<file path="src/rtl/pll_codec_pkg.sv">
package pll_codec_pkg;
    localparam int CODE_W  = 17;
    localparam int CNT_W   = 16;
    localparam int WORD_W  = 32;
    localparam int FACT_W  = CNT_W + 1;
    localparam int PROP_W  = 5;
    localparam int INTEG_W = 6;

    localparam logic [CODE_W-1:0] SEED      = 17'h04000;
    localparam logic [CODE_W-1:0] CODE_M1   = 17'h18003;
    localparam logic [CODE_W-1:0] CODE_M2   = 17'h10003;
    localparam logic [CNT_W-1:0]  MULT_TOP  = 16'd32768;
    localparam logic [CNT_W-1:0]  CNT_START = 16'd32769;

    typedef enum logic {ST_IDLE, ST_RUN} state_e;

    typedef struct packed {
        state_e              st;
        logic                dec;
        logic [CNT_W-1:0]    mult;
        logic [CODE_W-1:0]   x;
        logic [CNT_W-1:0]    cnt;
        logic                done;
        logic [WORD_W-1:0]   dout;
        logic [FACT_W-1:0]   factor;
        logic                bad;
    } regs_t;

    function automatic logic [WORD_W-1:0] pack_word(input logic [CODE_W-1:0] code,
                                                    input logic [PROP_W-1:0] prop,
                                                    input logic [INTEG_W-1:0] integ);
        return {4'b0000, integ, prop, code};
    endfunction
endpackage

</file>
<file path="src/rtl/pll_codec_lane.sv">
module pll_codec_lane
    import pll_codec_pkg::*;
(
    input  logic              dec,
    input  logic [CODE_W-1:0] x_in,
    input  logic [CNT_W-1:0]  cnt_in,
    output logic [CODE_W-1:0] x_out,
    output logic [CNT_W-1:0]  cnt_out
);
    logic              halt;
    logic [CODE_W-1:0] fwd;
    logic [CODE_W-1:0] bwd;

    always_comb begin
        halt    = (cnt_in == '0) || (dec && (x_in == SEED));
        fwd     = {2'b00, x_in[0] ^ x_in[1], x_in[14:1]};
        bwd     = {2'b00, x_in[13:0], x_in[14] ^ x_in[0]};
        x_out   = halt ? x_in : (dec ? bwd : fwd);
        cnt_out = halt ? cnt_in : cnt_in - 1'b1;
    end
endmodule

</file>
<file path="src/rtl/pll_codec_bw.sv">
module pll_codec_bw
    import pll_codec_pkg::*;
(
    input  logic [CNT_W-1:0]   mult,
    output logic [PROP_W-1:0]  prop,
    output logic [INTEG_W-1:0] integ
);
    logic [10:0] den;
    logic [10:0] quo;

    always_comb begin
        den = 11'(mult[8:0]) + 11'd9;
        quo = (11'd1023 + den) / den;

        if (mult < 16'd60) prop = 5'(mult[5:1]) + 5'd1;
        else               prop = 5'd31;

        if (mult > 16'd16384)     integ = 6'd1;
        else if (mult > 16'd8192) integ = 6'd2;
        else if (mult > 16'd2048) integ = 6'd4;
        else if (mult >= 16'd501) integ = 6'd8;
        else if (mult >= 16'd60)  integ = {quo[3:0], 2'b00};
        else                      integ = {mult[5:2], 2'b00} + 6'd4;
    end
endmodule

</file>
<file path="src/rtl/pll_mult_codec.sv">
module pll_mult_codec #(
    parameter int LANES = 1
) (
    input  logic        clk,
    input  logic        rst_n,
    input  logic        start,
    input  logic        mode,
    input  logic [16:0] din,
    output logic        done,
    output logic [31:0] dout,
    output logic [16:0] factor,
    output logic        bad
);
    import pll_codec_pkg::*;

    regs_t q, d;

    logic [CODE_W-1:0]  lx [LANES+1];
    logic [CNT_W-1:0]   lc [LANES+1];
    logic               end_halt;
    logic [CNT_W-1:0]   bw_mult;
    logic [PROP_W-1:0]  bw_prop;
    logic [INTEG_W-1:0] bw_integ;

    assign lx[0] = q.x;
    assign lc[0] = q.cnt;

    for (genvar g = 0; g < LANES; g++) begin : g_lane
        pll_codec_lane u_lane (
            .dec     (q.dec),
            .x_in    (lx[g]),
            .cnt_in  (lc[g]),
            .x_out   (lx[g+1]),
            .cnt_out (lc[g+1])
        );
    end

    assign end_halt = (lc[LANES] == '0) || (q.dec && (lx[LANES] == SEED));
    assign bw_mult  = (q.st == ST_IDLE) ? din[15:0] : q.mult;

    pll_codec_bw u_bw (
        .mult  (bw_mult),
        .prop  (bw_prop),
        .integ (bw_integ)
    );

    always_comb begin
        d      = q;
        d.done = 1'b0;
        case (q.st)
            ST_IDLE: begin
                if (start && !q.done) begin
                    d.dec  = mode;
                    d.mult = din[15:0];
                    d.bad  = 1'b0;
                    if (!mode) begin
                        if (din[15:0] <= 16'd2) begin
                            d.done   = 1'b1;
                            d.factor = '0;
                            d.dout   = pack_word((din[15:0] == 16'd0) ? '0 :
                                                 (din[15:0] == 16'd1) ? CODE_M1 : CODE_M2,
                                                 bw_prop, bw_integ);
                        end else begin
                            d.st  = ST_RUN;
                            d.x   = SEED;
                            d.cnt = (din[15:0] > MULT_TOP) ? '0 : CNT_START - din[15:0];
                        end
                    end else if (din == CODE_M1) begin
                        d.done   = 1'b1;
                        d.dout   = 32'd1;
                        d.factor = 17'd2;
                    end else if (din == CODE_M2) begin
                        d.done   = 1'b1;
                        d.dout   = 32'd2;
                        d.factor = 17'd4;
                    end else begin
                        d.st  = ST_RUN;
                        d.x   = din;
                        d.cnt = CNT_START;
                    end
                end
            end
            ST_RUN: begin
                d.x   = lx[LANES];
                d.cnt = lc[LANES];
                if (end_halt) begin
                    d.st   = ST_IDLE;
                    d.done = 1'b1;
                    if (!q.dec) begin
                        d.dout   = pack_word(lx[LANES], bw_prop, bw_integ);
                        d.factor = '0;
                        d.bad    = 1'b0;
                    end else if (lc[LANES] == '0) begin
                        d.dout   = '0;
                        d.factor = '0;
                        d.bad    = 1'b1;
                    end else begin
                        d.dout   = {16'b0, lc[LANES]};
                        d.factor = {lc[LANES], 1'b0};
                        d.bad    = 1'b0;
                    end
                end
            end
            default: d.st = ST_IDLE;
        endcase
    end

    always_ff @(posedge clk or negedge rst_n) begin
        if (!rst_n) begin
            q <= '0;
        end else begin
            q <= d;
        end
    end

    assign done   = q.done;
    assign dout   = q.dout;
    assign factor = q.factor;
    assign bad    = q.bad;


    done_pulse_chk: assert property (@(posedge clk) disable iff (!rst_n)
        done |=> !done);


    bad_zero_chk: assert property (@(posedge clk) disable iff (!rst_n)
        bad |-> (dout == '0 && factor == '0));


    progress_chk: assert property (@(posedge clk) disable iff (!rst_n)
        (q.st == ST_RUN && !end_halt) |=> (q.cnt < $past(q.cnt)));


    special_dec_chk: assert property (@(posedge clk) disable iff (!rst_n)
        (q.st == ST_IDLE && start && !done && mode && din == CODE_M1)
        |=> (done && dout == 32'd1 && factor == 17'd2));


    code_range_chk: assert property (@(posedge clk) disable iff (!rst_n)
        (done && !q.dec && q.mult > 16'd2) |-> (dout[16:15] == 2'b00));


    factor_twice_chk: assert property (@(posedge clk) disable iff (!rst_n)
        (done && q.dec && !bad) |-> (factor == {dout[15:0], 1'b0}));
endmodule

</file>
<file path="config.mk">
export PLATFORM = sky130hd
export DESIGN_NAME = pll_mult_codec
export DESIGN_NICKNAME = d
export VERILOG_FILES = /design/src/rtl/pll_codec_pkg.sv /design/src/rtl/pll_codec_lane.sv /design/src/rtl/pll_codec_bw.sv /design/src/rtl/pll_mult_codec.sv
export SDC_FILE = /design/constraint.sdc
export NUM_CORES = 1
export LEC_CHECK = 0
export BUFFER_PORTS_ARGS = -buffer_cell sky130_fd_sc_hd__clkbuf_2
export CAP_MARGIN = 30
export CORE_MARGIN = 2
export CORE_UTILIZATION = 59
export CTS_CLUSTER_DIAMETER = 30
export DETAILED_ROUTE_END_ITERATION = 16
export PLACE_DENSITY = 0.78
export SLEW_MARGIN = 20
export SYNTH_ARGS = -nofsm -noshare
export SYNTH_HDL_FRONTEND = slang
export SYNTH_HIERARCHICAL = 1
export SYNTH_SLANG_ARGS = --single-unit
</file>
<file path="constraint.sdc">
create_clock -name clk -period 41.5 [get_ports clk]
set_input_delay 2.075 -clock clk [delete_from_list [all_inputs] [get_ports clk]]
set_output_delay 2.075 -clock clk [all_outputs]
set_load 0.01 [all_outputs]
</file>
; Word level (Yosys, flattened, before mapping)
; Index checks and enable logic that the tools add are counted.
[totals]
register_bits = 102
[classes]
mux = 31
magnitude_cmp = 8
div = 1
eq_ne = 12
bitwise_logic = 3
addsub = 6
n_reduce_logical = 13
[ops]
columns = op, count
row1 = 84-bit case mux with 2 select lines, 1
row2 = 50-bit 2-to-1 mux, 3
row3 = 102-bit 2-to-1 mux, 1
row4 = 33-bit 2-to-1 mux, 3
row5 = 83-bit 2-to-1 mux, 1
row6 = 16-bit 2-to-1 mux, 4
row7 = 51-bit 2-to-1 mux, 1
row8 = 16-bit logical NOT, 3
row9 = 46-bit 2-to-1 mux, 1
row10 = 17-bit by 15-bit == test with 1-bit output (second input constant), 2
row11 = 17-bit == test (second input constant), 2
row12 = 17-bit 2-to-1 mux, 2
row13 = 34-bit 2-to-1 mux, 1
row14 = 6-bit 2-to-1 mux, 5
row15 = 16-bit by 1-bit == test with 1-bit output (second input constant), 1
row16 = 16-bit by 6-bit >= comparator with 1-bit output (second input constant), 1
row17 = 16-bit by 9-bit >= comparator with 1-bit output (second input constant), 1
row18 = 16-bit by 12-bit greater-than comparator with 1-bit output (second input constant), 1
row19 = 16-bit by 14-bit greater-than comparator with 1-bit output (second input constant), 1
row20 = 16-bit by 15-bit greater-than comparator with 1-bit output (second input constant), 1
row21 = 16-bit greater-than comparator (second input constant), 1
row22 = 16-bit by 2-bit less-or-equal comparator with 1-bit output (second input constant), 1
row23 = 16-bit by 6-bit less-than comparator with 1-bit output (second input constant), 1
row24 = 16-bit by 1-bit subtractor with 16-bit output (second input constant), 1
row25 = 21 further kinds, 34

; Depth between registers and ports, before layout
[logic_depth]
ltp_word = 13
ltp_mapped = 105
depth_no_buf = 98

; Hierarchy
; The synthesis kept the hierarchy.
[by_module_without_submodules]
columns = mod, n_inst, cells_per_inst, seq_area_each_um2, area_per_inst_um2
row1 = pll_mult_codec, 1, 512, 2427.3, 5178.7
row2 = pll_codec_bw, 1, 563, 0.0, 4166.5
row3 = pll_codec_lane, 1, 120, 0.0, 765.7

; Worst setup path before layout
; Ideal clock, no wire load.
[synth_timing]
path_type = input to register
start = input din[2]
end = register q (netlist bit dout[24])
slack_ns = 20.159
t_required_ns = 41.379
path_stages = 95
arrival_ns = 21.220
cell_sequence = inv_1 -> o21ai_0 -> ha_1 -> buf_4 -> and2_4 -> o221ai_4 -> inv_4 -> nand2_1 -> nor2_1 -> nand2_1 -> ha_1 -> a2111oi_2 -> o21ai_0 -> ha_1 -> o21ai_0 -> a21o_1 -> nor2_1 -> mux2_2 -> (+59 left out) -> a21boi_0 -> o21ai_0 -> a21oi_1 -> o21ai_0 -> a21boi_0 -> or2_2 -> clkbuf_1 -> mux2_2 -> ha_1 -> nor2b_1 -> o21ai_0 -> nand2b_1 -> a21oi_1 -> o211ai_1 -> or4_1 -> o21ai_0 -> o211ai_1 -> a22o_1
[synth_via]
elab_chain_cells = 13
elab_cells_between_ends = 28
cone_classes = 3 x add/sub / 1 x div / 6 x order compare / 4 x eq/ne / 13 x mux / 1 x reduce/logical
[synth_rtl]
columns = item, line
row1 = start: declaration, pll_mult_codec.sv:8  ; input logic [16:0] din,
row2 = 16-bit 2-to-1 mux *, pll_mult_codec.sv:39  ; assign bw_mult = (q.st == ST_IDLE) ? din[15:0] : q.mult;
row3 = net bw_mult[2], pll_mult_codec.sv:21  ; logic [CNT_W-1:0] bw_mult;
row4 = 9-bit by 4-bit adder with 10-bit output, pll_codec_bw.sv:12  ; den = 11'(mult[8:0]) + 11'd9;
row5 = 10-bit by 11-bit adder with 11-bit output, pll_codec_bw.sv:13  ; quo = (11'd1023 + den) / den;
row6 = 11-bit by 11-bit divider with 11-bit output, pll_codec_bw.sv:13
row7 = 6-bit 2-to-1 mux, pll_codec_bw.sv:22  ; else if (mult >= 16'd60) integ = {quo[3:0], 2'b00};
row8 = 6-bit 2-to-1 mux, pll_codec_bw.sv:21  ; else if (mult >= 16'd501) integ = 6'd8;
row9 = 6-bit 2-to-1 mux, pll_codec_bw.sv:20  ; else if (mult > 16'd2048) integ = 6'd4;
row10 = 6-bit 2-to-1 mux, pll_codec_bw.sv:19  ; else if (mult > 16'd8192) integ = 6'd2;
row11 = 6-bit 2-to-1 mux *, pll_codec_bw.sv:18  ; if (mult > 16'd16384) integ = 6'd1;
row12 = net bw_integ[2], pll_mult_codec.sv:23  ; logic [INTEG_W-1:0] bw_integ;
row13 = 50-bit 2-to-1 mux, pll_mult_codec.sv:57  ; if (din[15:0] <= 16'd2) begin
row14 = 83-bit 2-to-1 mux, pll_mult_codec.sv:56  ; if (!mode) begin
row15 = 102-bit 2-to-1 mux, pll_mult_codec.sv:52  ; if (start && !q.done) begin
row16 = 84-bit case mux with 2 select lines *, pll_mult_codec.sv:50  ; case (q.st)
row17 = end signal: assignment, pll_mult_codec.sv:110  ; q <= '0;
row18 = end signal: assignment, pll_mult_codec.sv:112  ; q <= d;
row19 = end: declaration, pll_mult_codec.sv:16  ; regs_t q, d;
; Mark *: on every way through the listed nets, which the timed path passes. The rest lies on a longest branch. The select of a mux whose other input is x is not followed.
; A chain may end at the register's enable or synchronous reset.

; Final worst setup path
[layout_timing]
start = input din[1]
end = register q (netlist bit dout[24])
; The elaborated chain is that of the path after synthesis.

==> run summary <==
Status -> completed
Clock buffer count from CTS -> 9
Die H -> 134.9 um
Worst Path Max Fanout -> 15
Vias in the first global route -> 8667
CP Capture Type -> flop
GRT Total Usage -> 31.11%
Crit Path Class -> in2reg
Clk_skew -> 0.008190 ns
MaxCap Viol Count -> 0
Vias per inst -> 6.485
CP Launch Type -> input pin
Post-layout net count -> 1276
Slowest stage cell, crit path -> o21ai_0
Largest net degree at the start of global routing -> 53
Post-Route WL -> 27650 um
Cell repeated most along the worst path -> o21ai_0
Post-route ant nets -> 0
Overflow after GRT -> 0
Die W -> 134.9 um
Worst relative slew slack -> 37.36%
Max Slew Vio Count -> 0
Via Count -> 9131
Final core occ -> 62.65%
Req. time, crit path -> 41.75 ns
CTS tree -> yes
Final period util -> 57.74%
Port bufs -> 66
Setup violators final -> 0
Area grow syn2layout -> 3.118%
Clock Latency Late Sink -> 0.36 ns
Initial core utilization -> 60.75%
Cell area after layout -> 10430 um2
Antenna violations before repair -> 0
Clock buffer depth -> 2
First-pass GRT wire length -> 45400 um
Routability cong. -> 0.9986
Multi-input logic area -> 6771 um2
Primary FF master, synth -> dfrtp_1
Layout cells sized above 1 -> 16.08%
Worst EP arrival -> 24.21 ns
Final Hold Fails -> 0
Critical Path Max Stage Delay -> 0.65 ns
# DRC -> 0
Row cnt -> 47
Unrepaired setup endpoints after global routing -> no
Clock sink total -> 97
Sequential cell area -> 2429 um2
Synth warn -> 6
Detailed Place HPWL -> 21030 um
Root buf cell -> clkbuf_16
Cts repair resizes -> 0
Fmax -> 0.04174 GHz
Cts hold-fix bufs -> 0
Worst Hold Class -> reg2reg
Postcts setup bufs -> 0
Crit path time final -> 23.96 ns
Worst Tran Pin Value -> 0.9396 ns
Ant. Diodes -> 0
Synth unique cells -> 109
I/O pin total -> 72
Post-synth EDFFs -> 0
Mean area per synthesized cell -> 8.461 um2
Max H-tree Level -> 3
Mapped Area -> 10110 um2
Wire length per cell -> 19.64 um
Setup TNS -> 0 ns
Area after DPL -> 10110 um2
Iter 0 DRT Violations -> 1227
Clk slew on worst S/H paths -> 0.08 ns
Sequential area share after synthesis -> 24.01%
Flops & latches, synth -> 97
Cells after synthesis -> 1195
Core footprint -> 16640 um2
Ys async rst share -> 100.0%
Fillers -> 1421
Pre-antenna DRT Iters -> 6
Die area -> 18200 um2
[cells in the mapped netlist, types with 9 or more instances]
| cell | number | area share (%) |
|---|---|---|
| a22o_1 | 25 | 2.2 |
| nand2_1 | 149 | 5.5 |
| and2_1 | 14 | 0.87 |
| o21ai_2 | 9 | 0.78 |
| o2bb2ai_1 | 10 | 0.87 |
| nand3_1 | 17 | 0.84 |
| nand2b_1 | 13 | 0.80 |
| or3_1 | 14 | 0.87 |
| a21o_1 | 12 | 0.89 |
| a211oi_1 | 15 | 1.1 |
| buf_2 | 21 | 1.0 |
| ha_1 | 72 | 8.9 |
| dfrtp_1 | 97 | 24 |
| nor2_1 | 83 | 3.1 |
| nor3_1 | 38 | 1.9 |
| o211ai_1 | 9 | 0.67 |
| nand4_1 | 14 | 0.87 |
| o21a_1 | 19 | 1.4 |
| mux2_2 | 38 | 4.2 |
| xor2_1 | 31 | 2.7 |
| xnor2_1 | 30 | 2.6 |
| mux2i_1 | 28 | 2.8 |
| a21oi_1 | 27 | 1.3 |
| a22oi_1 | 27 | 2.0 |
| o21ai_0 | 51 | 2.5 |
| nor4_1 | 25 | 1.5 |
| buf_4 | 56 | 4.2 |
| nor2b_1 | 9 | 0.56 |
| clkbuf_1 | 15 | 0.56 |
| inv_1 | 58 | 2.2 |
[final cells by class]
cell class              instances  area share, %
clock buffers                   9          2.160
clock inverters                 7         0.8280
inverters                      61          2.220
multi-input cells             938          64.95
flip-flops and latches         97          23.29
well taps                     220          2.640
repair buffers                 76          3.912
[logic make-up (layout without fill, tap and decap cells)]
group | count (synthesis) | count (layout) | share of synthesized area (%)
adder cells (fa/ha/maj) | 72 | 72 | 8.910
other | 1 | 5 | 0.03709
XOR/XNOR | 63 | 63 | 5.606
buffers and inverters | 164 | 153 | 9.194
multiplexers | 74 | 74 | 8.105
flip-flops | 97 | 97 | 24.01
AO/OA/AOI/OAI | 290 | 290 | 22.24
AND/OR/NAND/NOR | 434 | 434 | 21.90
[path summary, 6_finish.rpt]
check,start,end,slack [ns],cells after the start
min reg2reg,q[96]$_DFFE_PN0P_,q[96]$_DFFE_PN0P_,0.48,2
max reg2reg,q[101]$_DFF_PN0_,dout[24]$_DFFE_PN0P_,18.98,91
min in group asynchronous,rst_n,factor[4]$_DFFE_PN0P_,1.71,1
max,din[1],dout[24]$_DFFE_PN0P_,17.54,93
max in group asynchronous,rst_n,q[97]$_DFFE_PN0P_,38.70,2
min,q[96]$_DFFE_PN0P_,q[96]$_DFFE_PN0P_,0.48,2
[flip-flops by register name (all words and copies together), names as in the netlist]
name	cells
factor	16
lx	17
lc	16
bad	1
q	18
done	1
dout	28
[layout by cell type, fill, tap and decap left out, types with 31 or more instances in the layout]
master    count
nor3_1       38
xor2_1       31
ha_1         72
clkbuf_2     65
o21ai_0      51
nand2_1     149
nor2_1       82
dfrtp_1      96
mux2_2       38
inv_1        58
[metal layers]
| layer | vias to the layer above | global-route usage (%) | share of wire, % |
|---|---|---|---|
| met2 | 453 | 46.11 | 43 |
| met4 | 0 | 7.836 | 1.7 |
| li1 | 4315 | - | - |
| met1 | 4309 | 46.64 | 47 |
| met3 | 54 | 5.668 | 8.4 |
| met5 | - | 0 | 0 |
[critical path, delay by kind of cell]
family          cells  cell delay (ns)
mux                 5             1.64
compound gates     52            11.47
fa+ha+maj          12             3.92
buf+inv             4             0.59
simple gates       20             4.56
[per-stage QoR]
stage	setup slack (ns)	cells	hold WS, ns
final	17.54	1408	0.4783
after global routing	15.66	1408	0.5116
after CTS	17.87	1408	0.4776
after detailed placement	17.55	1392	0.4567
after global placement	18.20	1392	0.4522
after floorplan	20.16	1199	0.4401
Power is left out: the tool's default activity adds up to more than one toggle a clock period on the data nets, which glitch-free logic cannot reach.
